==> src/rtl/sdram_refresh_pkg.sv <==
package sdram_refresh_pkg;

   // Raise a nonzero interval to the legal minimum; zero passes through.
   function automatic logic [31:0] clamp_period(input logic [31:0] val,
                                                input logic [31:0] min_val);
      if (val == 32'd0)      return 32'd0;
      else if (val < min_val) return min_val;
      else                    return val;
   endfunction

endpackage

==> src/rtl/refresh_cfg.sv <==
module refresh_cfg #(
   parameter int CNT_W      = 13,
   parameter int MIN_PERIOD = 41
) (
   input  logic             clk,
   input  logic             rst_n,
   input  logic             wr,
   input  logic [CNT_W-1:0] wr_period,
   input  logic             wr_ien,
   output logic [CNT_W-1:0] period,
   output logic             locked,
   output logic             lock_now,
   output logic [CNT_W-1:0] lock_val,
   output logic             ien
);
   import sdram_refresh_pkg::*;

   logic [31:0] clamped;

   always_comb begin
      clamped  = clamp_period(32'(wr_period), 32'(MIN_PERIOD));
      lock_val = clamped[CNT_W-1:0];
      lock_now = wr && !locked && (wr_period != '0);
   end

   always_ff @(posedge clk) begin
      if (!rst_n) begin
         period <= '0;
         locked <= 1'b0;
         ien    <= 1'b0;
      end else begin
         if (wr) ien <= wr_ien;
         if (lock_now) begin
            period <= lock_val;
            locked <= 1'b1;
         end
      end
   end
endmodule

==> src/rtl/refresh_timer.sv <==
module refresh_timer #(
   parameter int CNT_W = 13
) (
   input  logic             clk,
   input  logic             rst_n,
   input  logic             start,
   input  logic [CNT_W-1:0] start_val,
   input  logic             run,
   input  logic             restart,
   input  logic [CNT_W-1:0] period,
   output logic             expire
);
   logic [CNT_W-1:0] cnt;

   assign expire = run && !restart && (cnt == '0);

   always_ff @(posedge clk) begin
      if (!rst_n)                  cnt <= '0;
      else if (start)              cnt <= start_val;
      else if (run) begin
         if (restart || cnt == '0) cnt <= period;
         else                      cnt <= cnt - 1'b1;
      end
   end
endmodule

==> src/rtl/refresh_arb.sv <==
module refresh_arb #(
   parameter bit REG_IRQ = 1'b0
) (
   input  logic clk,
   input  logic rst_n,
   input  logic expire,
   input  logic done_ok,
   input  logic busy,
   input  logic clr,
   input  logic ien,
   output logic pend,
   output logic req,
   output logic err,
   output logic irq
);
   always_ff @(posedge clk) begin
      if (!rst_n) begin
         pend <= 1'b0;
         err  <= 1'b0;
      end else begin
         if (done_ok)     pend <= 1'b0;
         else if (expire) pend <= 1'b1;
         if (expire && pend) err <= 1'b1;
         else if (clr)       err <= 1'b0;
      end
   end

   assign req = pend && !busy;

   generate
      if (REG_IRQ) begin : g_irq_reg
         logic irq_q;
         always_ff @(posedge clk) begin
            if (!rst_n) irq_q <= 1'b0;
            else        irq_q <= err && ien;
         end
         assign irq = irq_q;
      end else begin : g_irq_comb
         assign irq = err && ien;
      end
   endgenerate
endmodule

==> src/rtl/sdram_refresh_sched.sv <==
module sdram_refresh_sched #(
   parameter int CNT_W      = 13,
   parameter int MIN_PERIOD = 41,
   parameter bit REG_IRQ    = 1'b0
) (
   input  logic             clk,
   input  logic             rst_n,
   input  logic             cfg_wr,
   input  logic [CNT_W-1:0] cfg_period,
   input  logic             cfg_irq_en,
   input  logic             cfg_err_clr,
   input  logic             xfer_busy,
   input  logic             refresh_done,
   output logic             refresh_req,
   output logic             xfer_hold,
   output logic             err_flag,
   output logic             err_irq
);
   localparam int MAX_PERIOD = (1 << CNT_W) - 1;

   generate
      if (CNT_W < 2 || CNT_W > 31) begin : g_bad_width
         $error("CNT_W out of range");
      end
      if (MIN_PERIOD < 1 || MIN_PERIOD > MAX_PERIOD) begin : g_bad_min
         $error("MIN_PERIOD does not fit CNT_W");
      end
   endgenerate

   logic [CNT_W-1:0] period, lock_val;
   logic             locked, lock_now, ien, expire, pend, done_ok;

   assign done_ok = refresh_done && pend;

   refresh_cfg #(.CNT_W(CNT_W), .MIN_PERIOD(MIN_PERIOD)) u_cfg (
      .clk(clk), .rst_n(rst_n), .wr(cfg_wr), .wr_period(cfg_period),
      .wr_ien(cfg_irq_en), .period(period), .locked(locked),
      .lock_now(lock_now), .lock_val(lock_val), .ien(ien));

   refresh_timer #(.CNT_W(CNT_W)) u_timer (
      .clk(clk), .rst_n(rst_n), .start(lock_now), .start_val(lock_val),
      .run(locked), .restart(done_ok), .period(period), .expire(expire));

   refresh_arb #(.REG_IRQ(REG_IRQ)) u_arb (
      .clk(clk), .rst_n(rst_n), .expire(expire), .done_ok(done_ok),
      .busy(xfer_busy), .clr(cfg_wr && cfg_err_clr), .ien(ien),
      .pend(pend), .req(refresh_req), .err(err_flag), .irq(err_irq));

   assign xfer_hold = pend;
endmodule

==> config.mk <==
export PLATFORM = sky130hd
export DESIGN_NAME = sdram_refresh_sched
export DESIGN_NICKNAME = d
export VERILOG_FILES = /design/src/rtl/sdram_refresh_pkg.sv /design/src/rtl/refresh_cfg.sv /design/src/rtl/refresh_timer.sv /design/src/rtl/refresh_arb.sv /design/src/rtl/sdram_refresh_sched.sv
export SDC_FILE = /design/constraint.sdc
export NUM_CORES = 1
export LEC_CHECK = 0
export ABC_AREA = 1
export ABC_CLOCK_PERIOD_IN_PS = 1650
export CAP_MARGIN = 0
export CORE_ASPECT_RATIO = 1.75
export CORE_MARGIN = 10
export CORE_UTILIZATION = 50
export CTS_CLUSTER_DIAMETER = 80
export CTS_CLUSTER_SIZE = 25
export DETAILED_ROUTE_END_ITERATION = 16
export DONT_BUFFER_PORTS = 1
export PLACE_DENSITY = 0.69
export SKIP_CTS_REPAIR_TIMING = 1
export SYNTH_ARGS = -nofsm -noshare
export SYNTH_HDL_FRONTEND = slang
export SYNTH_HIERARCHICAL = 1
export SYNTH_SLANG_ARGS = --single-unit
==> constraint.sdc <==
create_clock -name clk -period 1.65 [get_ports clk]
set_input_delay 0.0825 -clock clk [delete_from_list [all_inputs] [get_ports clk]]
set_output_delay 0.0825 -clock clk [all_outputs]
set_load 0.02 [all_outputs]
; ---- After elaboration in Yosys (flattened, before gate mapping)
; Index checks and enable logic that the tools add are counted.
[totals]
out_inout_bits = 4
input_bits = 20
elab_cells = 35
register_bits = 30
[classes]
n_reduce_logical = 19
magnitude_cmp = 1
n_addsub = 1
bitwise = 1
n_mux = 7
[ops]
columns = operator, n
row1 = $mux W13, 5
row2 = $logic_not A13 Y1, 2
row3 = $lt A13 B6 Y1 const B, 1
row4 = $reduce_bool A13 Y1, 1
row5 = $sub A13 B1 Y13 const B, 1
row6 = $logic_and A1 B1 Y1, 9
row7 = $reduce_bool A2 Y1, 2
row8 = $logic_not A1 Y1, 3
row9 = $mux W1, 2
row10 = $reduce_or A2 Y1, 1
row11 = $logic_or A1 B1 Y1, 1
row12 = $not A1 Y1, 1

; ---- Longest topological paths before layout
[logic_depth]
ltp_word = 6
mapped_depth = 11
mapped_depth_nobuf = 11

; ---- Modules after synthesis
; Netlist, hierarchy kept.
[modules_own_cells]
columns = module, cells_each, n_inst, area_per_inst_um2, seq_area_each_um2
row1 = refresh_timer, 173, 1, 1053.5, 260.2
row2 = refresh_cfg, 130, 1, 790.8, 300.3
row3 = refresh_arb, 13, 1, 92.6, 40.0
row4 = sdram_refresh_sched, 4, 1, 15.0, 0.0

; ---- Worst setup path before layout
; Ideal clock, no wire load.
[synth_timing]
path_kind = flip-flop to flip-flop
start = register u_cfg.locked
end = register u_timer.cnt[1]
path_slack_ns = 0.086
path_buffers = 1
arrival_ns = 1.432
setup_time_ns = 0.132
path_stages_with_launch = 8
cell_sequence = dfxtp_1 > nor2_4 > inv_1 > a21oi_2 > nor2_1 > clkbuf_1 > a22oi_1 > a21oi_1
[synth_between]
elab_chain_len = 4
[synth_rtl]
columns = element, line_no
row1 = start: declaration, refresh_cfg.sv:11  ; output logic locked,
row2 = start signal: assignment, refresh_cfg.sv:29  ; locked <= 1'b0;
row3 = start signal: assignment, refresh_cfg.sv:35  ; locked <= 1'b1;
row4 = $logic_not A1 Y1 (*), refresh_cfg.sv:23  ; lock_now = wr && !locked && (wr_period != '0);
row5 = $logic_and A1 B1 Y1 (*) (2 in a row), refresh_cfg.sv:23
row6 = via lock_now, sdram_refresh_sched.sv:31  ; logic locked, lock_now, ien, expire, pend, done_ok;
row7 = $mux W13 / $reduce_bool A2 Y1 (equally long branches), n/a
row8 = end signal: assignment, refresh_timer.sv:19  ; else if (start) cnt <= start_val;
row9 = end signal: assignment, refresh_timer.sv:21  ; if (restart || cnt == '0) cnt <= period;
row10 = end signal: assignment, refresh_timer.sv:22  ; else cnt <= cnt - 1'b1;
row11 = end: declaration, refresh_timer.sv:13  ; logic [CNT_W-1:0] cnt;
; The timed path passes the listed nets; every way through them passes the cells marked *.
; A chain may end at the register's enable or synchronous reset.

==> flow_results.xml <==
<?xml version="1.0" encoding="UTF-8"?>
<metrics>
  <group name="global_routing">
    <metric name="number_of_antenna_violations_at_the_first_check_in_global_routing" unit="">0</metric>
    <metric name="via_count_of_the_first_global_routing_pass" unit="">1856</metric>
    <metric name="grt_first_pass_wirelength" unit="mm">8.50</metric>
    <metric name="overall_track_demand_over_capacity_in_global_routing" unit="%">15.4</metric>
    <metric name="pin_count_of_the_biggest_net_entering_global_routing" unit="">20</metric>
    <metric name="globalRouteOverflowTotal" unit="">0</metric>
  </group>
  <group name="sta">
    <metric name="fin_hold_viols" unit="">2</metric>
    <metric name="hold_slack" unit="ns">-0.0247</metric>
    <metric name="worst_pin_slew" unit="ns">0.564</metric>
    <metric name="setup_total_negative_slack" unit="ns">0</metric>
    <metric name="final_min_period_over_clock_period" unit="%">91.2</metric>
    <metric name="max_freq" unit="MHz">665</metric>
    <metric name="report.final.slew_viol_count" unit="">0</metric>
    <metric name="finalSetupViolCount" unit="">0</metric>
    <metric name="period_minus_slack" unit="ns">1.50</metric>
    <metric name="slew-limit-headroom" unit="%">62.3</metric>
    <metric name="finClkSkew" unit="ns">0.00864</metric>
  </group>
  <group name="synthesis">
    <metric name="synth.distinct_cells" unit="">30</metric>
    <metric name="synth_enable_flop_cells" unit="">0</metric>
    <metric name="async_flop_share" unit="%">0</metric>
    <metric name="synth_cells" unit="">320</metric>
    <metric name="synth.cell_area" unit="sq um">1950</metric>
    <metric name="netlist.area_leader.share" unit="%">30.8</metric>
    <metric name="synth-seq-area-share" unit="%">30.8</metric>
    <metric name="synthMostInstantiatedCell" unit="">sky130_fd_sc_hd__nand2_1</metric>
    <metric name="synth_ff_type" unit="">sky130_fd_sc_hd__dfxtp_1</metric>
    <metric name="syn-mean-instance-area" unit="sq um">6.10</metric>
    <metric name="synthesis.yosys.warnings" unit="">6</metric>
    <metric name="synth_top_cells_by_count" unit="">sky130_fd_sc_hd__nand2_1, sky130_fd_sc_hd__nor2_1, sky130_fd_sc_hd__inv_1, sky130_fd_sc_hd__dfxtp_1, sky130_fd_sc_hd__nand3_1</metric>
    <metric name="post-synth-top-area-cell" unit="">sky130_fd_sc_hd__dfxtp_1</metric>
    <metric name="synthTopCellsByArea" unit="">sky130_fd_sc_hd__dfxtp_1, sky130_fd_sc_hd__nand2_1, sky130_fd_sc_hd__nor2_1, sky130_fd_sc_hd__inv_1, sky130_fd_sc_hd__nand3_1</metric>
    <metric name="mappedNetlistNets" unit="">342</metric>
    <metric name="ys_seq_elements" unit="">30</metric>
  </group>
  <group name="power_and_ir_drop">
    <metric name="irDropWorstVdd" unit="uV">651</metric>
    <metric name="p_per_area" unit="nW/um^2">987</metric>
    <metric name="static-leakage-power" unit="uW">0.00106</metric>
  </group>
  <group name="setup_path">
    <metric name="end_kind" unit="">register</metric>
    <metric name="crit_path_max_fanout" unit="">16</metric>
    <metric name="cp.required" unit="ns">1.87</metric>
    <metric name="crit-reg2reg-launch" unit="">u_timer/cnt[11]$_SDFFE_PN0P_</metric>
    <metric name="crit_path_max_incr_delay" unit="ns">0.90</metric>
    <metric name="reg2reg_to" unit="">u_timer/cnt[8]$_SDFFE_PN0P_</metric>
    <metric name="critical_path_arrival" unit="ns">1.73</metric>
    <metric name="criticalPathCategory" unit="">input pin to register</metric>
    <metric name="worst_path_max_delay_cell" unit="">sky130_fd_sc_hd__dlygate4sd3_1</metric>
    <metric name="critical_path.startpoint_type" unit="">input pin</metric>
    <metric name="crit_top_cell" unit="">sky130_fd_sc_hd__dlygate4sd3_1</metric>
    <metric name="cp_num_buf_inv" unit="">2</metric>
    <metric name="timing.critical_path.max_delay_family" unit="">buffers and inverters</metric>
    <metric name="worst-r2r-cell-count" unit="">10</metric>
    <metric name="timing.critical_path.cells" unit="">dlygate4sd3_1 -&gt; nand2_1 -&gt; nor2_1 -&gt; dlygate4sd3_1</metric>
    <metric name="worst-r2r-setup-slack" unit="ns">0.15</metric>
  </group>
  <group name="floorplanning">
    <metric name="number_of_primary_i_o_pins" unit="">24</metric>
    <metric name="start_util" unit="%">51.0</metric>
    <metric name="die_area" unit="sq um">6900</metric>
    <metric name="chipHeight" unit="microns">103</metric>
    <metric name="die_x" unit="microns">67.2</metric>
    <metric name="coreArea" unit="sq um">3830</metric>
    <metric name="placementRows" unit="">30</metric>
  </group>
  <group name="routing">
    <metric name="dr_wl_met3" unit="microns">235</metric>
    <metric name="drt-wirelength-per-cell" unit="microns">13.7</metric>
    <metric name="drt-met1-wl" unit="mm">2.06</metric>
    <metric name="drtAntennaViolNets" unit="">0</metric>
    <metric name="drc" unit="">0</metric>
    <metric name="detail_route.iter0.violations" unit="">76</metric>
    <metric name="avgViaCountPerCell" unit="">5.11</metric>
    <metric name="totalWireLength" unit="mm">5.17</metric>
    <metric name="dr.max_layer_used" unit="">met4</metric>
    <metric name="wl_met2" unit="mm">2.83</metric>
    <metric name="drt-pass1-iter-count" unit="">4</metric>
    <metric name="via_count" unit="">1933</metric>
  </group>
  <group name="final_layout">
    <metric name="instances_no_fill" unit="">378</metric>
    <metric name="layout_cells_sized_above_1" unit="%">10.9</metric>
    <metric name="n_antenna_cell" unit="">0</metric>
    <metric name="filler_cell_count" unit="">397</metric>
    <metric name="area.sequential" unit="sq um">601</metric>
    <metric name="final_core_util" unit="%">57.3</metric>
    <metric name="nets" unit="">351</metric>
    <metric name="p_r_area_growth_vs_syn" unit="%">12.4</metric>
    <metric name="layout.cell_area.non_filler" unit="sq um">2190</metric>
    <metric name="multiInputGateArea" unit="sq um">1100</metric>
  </group>
  <group name="run_status">
    <metric name="status" unit="">finished, violations left</metric>
    <metric name="failing_checks" unit="">hold timing</metric>
  </group>
  <group name="placed_design">
    <metric name="detailedPlacementHpwl" unit="mm">3.87</metric>
    <metric name="gp_routability_congestion" unit="">0.931</metric>
    <metric name="dpl-instance-area" unit="sq um">1990</metric>
    <metric name="io_buffer_count" unit="">0</metric>
    <metric name="numPlacedInstances" unit="">361</metric>
  </group>
  <group name="min_path">
    <metric name="worstHoldStart" unit="">cfg_period[6]</metric>
    <metric name="hold_path_end" unit="">u_cfg/period[6]$_SDFFE_PN0P_</metric>
    <metric name="holdCritPathClass" unit="">input pin to register</metric>
    <metric name="whs_path_cells" unit="">2</metric>
  </group>
  <group name="clock_network">
    <metric name="number_of_buffers_inserted_during_clock_tree_synthesis" unit="">5</metric>
    <metric name="cts_tree" unit="">built</metric>
    <metric name="clock_path_buffers" unit="">2</metric>
    <metric name="cts_num_sinks" unit="">30</metric>
    <metric name="cts.reportedPaths.clkPinSlew" unit="ns">0.07</metric>
    <metric name="clock_insertion_delay_worst_skew" unit="ns">0.28</metric>
    <metric name="clockRootBuffer" unit="">sky130_fd_sc_hd__clkbuf_8</metric>
    <metric name="cts_max_level" unit="">2</metric>
  </group>
  <group name="flow_run">
    <metric name="max_cap_violations" unit="">0</metric>
  </group>
</metrics>
state kept, by name, summed over array words and instances, names as in the netlist:
name,count
u_cfg/period,13
u_arb/pend,1
u_arb/err,1
u_cfg/ien,1
u_cfg/locked,1
u_timer/cnt,13
layer usage:
metal / up-vias / track usage, %
met3: 4 / 3.05
met5: - / 0
li1: 1006 / -
met1: 884 / 17.1
met2: 39 / 27.6
met4: 0 / 6.19
kinds of logic after synthesis:
| logic type | count (synthesis) | share of synthesized area [%] |
|---|---|---|
| and+or+nand+nor | 179 | 39.6 |
| buffers and inverters | 65 | 13.8 |
| AOI/OAI and AO/OA | 42 | 13.6 |
| DFF | 30 | 30.8 |
| xor gates and xnor gates | 2 | 0.898 |
| adders and majority gates | 2 | 1.28 |
stage by stage:
stage	hold slack, ns	worst slack (ns)	total power [uW]
floorplan	0.208	0.0862	1380
CTS	-0.0918	0.0274	2140
global placement	0.203	0.0519	1500
global route	0.0260	-0.00304	2320
detailed placement	0.207	0.0558	1510
finish	-0.0247	0.146	2170
worst reg2reg max path: stages (launching register included):
cell and delay, ns:
sky130_fd_sc_hd__dfxtp_1 0.37, sky130_fd_sc_hd__nor2_1 0.15, sky130_fd_sc_hd__nand2_1 0.10, sky130_fd_sc_hd__nor2_1 0.23, sky130_fd_sc_hd__nand2_4 0.12, sky130_fd_sc_hd__nand2_8 0.13, sky130_fd_sc_hd__nand2_1 0.07, sky130_fd_sc_hd__nand2_1 0.06
sky130_fd_sc_hd__nor2_1 0.04, sky130_fd_sc_hd__nor2_1 0.08, sky130_fd_sc_hd__nor2_1 0.04
report_power, final:
| part | switching [uW] | total (uW) | leakage (uW) | internal (uW) |
|---|---|---|---|---|
| Clock | 285 | 619 | 0.0000472 | 335 |
| Combinational | 430 | 696 | 0.000762 | 267 |
| Sequential | 59.9 | 851 | 0.000248 | 791 |
| Total | 774 | 2170 | 0.00106 | 1390 |
cells in the final DEF (no fill, tap or decap), types with 2 or more instances in the layout:
master                          synthesis  layout
sky130_fd_sc_hd__a21oi_1               16      16
sky130_fd_sc_hd__nor2_4                 2       2
sky130_fd_sc_hd__xor2_1                 2       2
sky130_fd_sc_hd__o21a_1                 2       2
sky130_fd_sc_hd__nand2_2                2       3
sky130_fd_sc_hd__inv_1                 50      49
sky130_fd_sc_hd__o21ai_0                6       6
sky130_fd_sc_hd__nor2_2                 3       3
sky130_fd_sc_hd__nand2_1               76      75
sky130_fd_sc_hd__a21oi_2                3       3
sky130_fd_sc_hd__a22oi_1               12      12
sky130_fd_sc_hd__nor2_1                65      65
sky130_fd_sc_hd__nand2_4                3       2
sky130_fd_sc_hd__dfxtp_1               30      30
sky130_fd_sc_hd__nor3_2                 1       2
sky130_fd_sc_hd__clkbuf_8               0       6
sky130_fd_sc_hd__nand3_1               20      20
sky130_fd_sc_hd__nand3b_1               2       2
sky130_fd_sc_hd__buf_4                  0       8
sky130_fd_sc_hd__nand4_1                2       2
sky130_fd_sc_hd__dlygate4sd3_1          1       8
cell type report:
| type | count | area share (%) |
|---|---|---|
| Clock buffer | 6 | 3.76 |
| Multi-Input combinational cell | 225 | 50.3 |
| Inverter | 51 | 8.84 |
| Clock inverter | 2 | 0.570 |
| Sequential cell | 30 | 27.4 |
| Tap cell | 48 | 2.74 |
| Timing Repair Buffer | 16 | 6.39 |
worst max path at each step:
| stage | slack [ns] | cells past startpoint | start | to |
|---|---|---|---|---|
| 2_1_floorplan | 0.09 | 7 | u_cfg/locked$_SDFFE_PN0P_ | u_timer/cnt[1]$_SDFFE_PN0P_ |
| 3_3_place_gp | 0.05 | 7 | u_timer/cnt[0]$_SDFFE_PN0P_ | u_arb/err$_SDFFE_PN0P_ |
| 3_5_place_dp | 0.06 | 7 | u_timer/cnt[0]$_SDFFE_PN0P_ | u_arb/err$_SDFFE_PN0P_ |
| 4_1_cts | 0.03 | 7 | u_timer/cnt[0]$_SDFFE_PN0P_ | u_arb/err$_SDFFE_PN0P_ |
| 5_1_grt | -0.003 | 7 | u_cfg/locked$_SDFFE_PN0P_ | u_timer/cnt[5]$_SDFFE_PN0P_ |
| 6_report | 0.15 | 4 | rst_n | u_cfg/period[12]$_SDFFE_PN0P_ |
(Power assumes the default switching activity.)
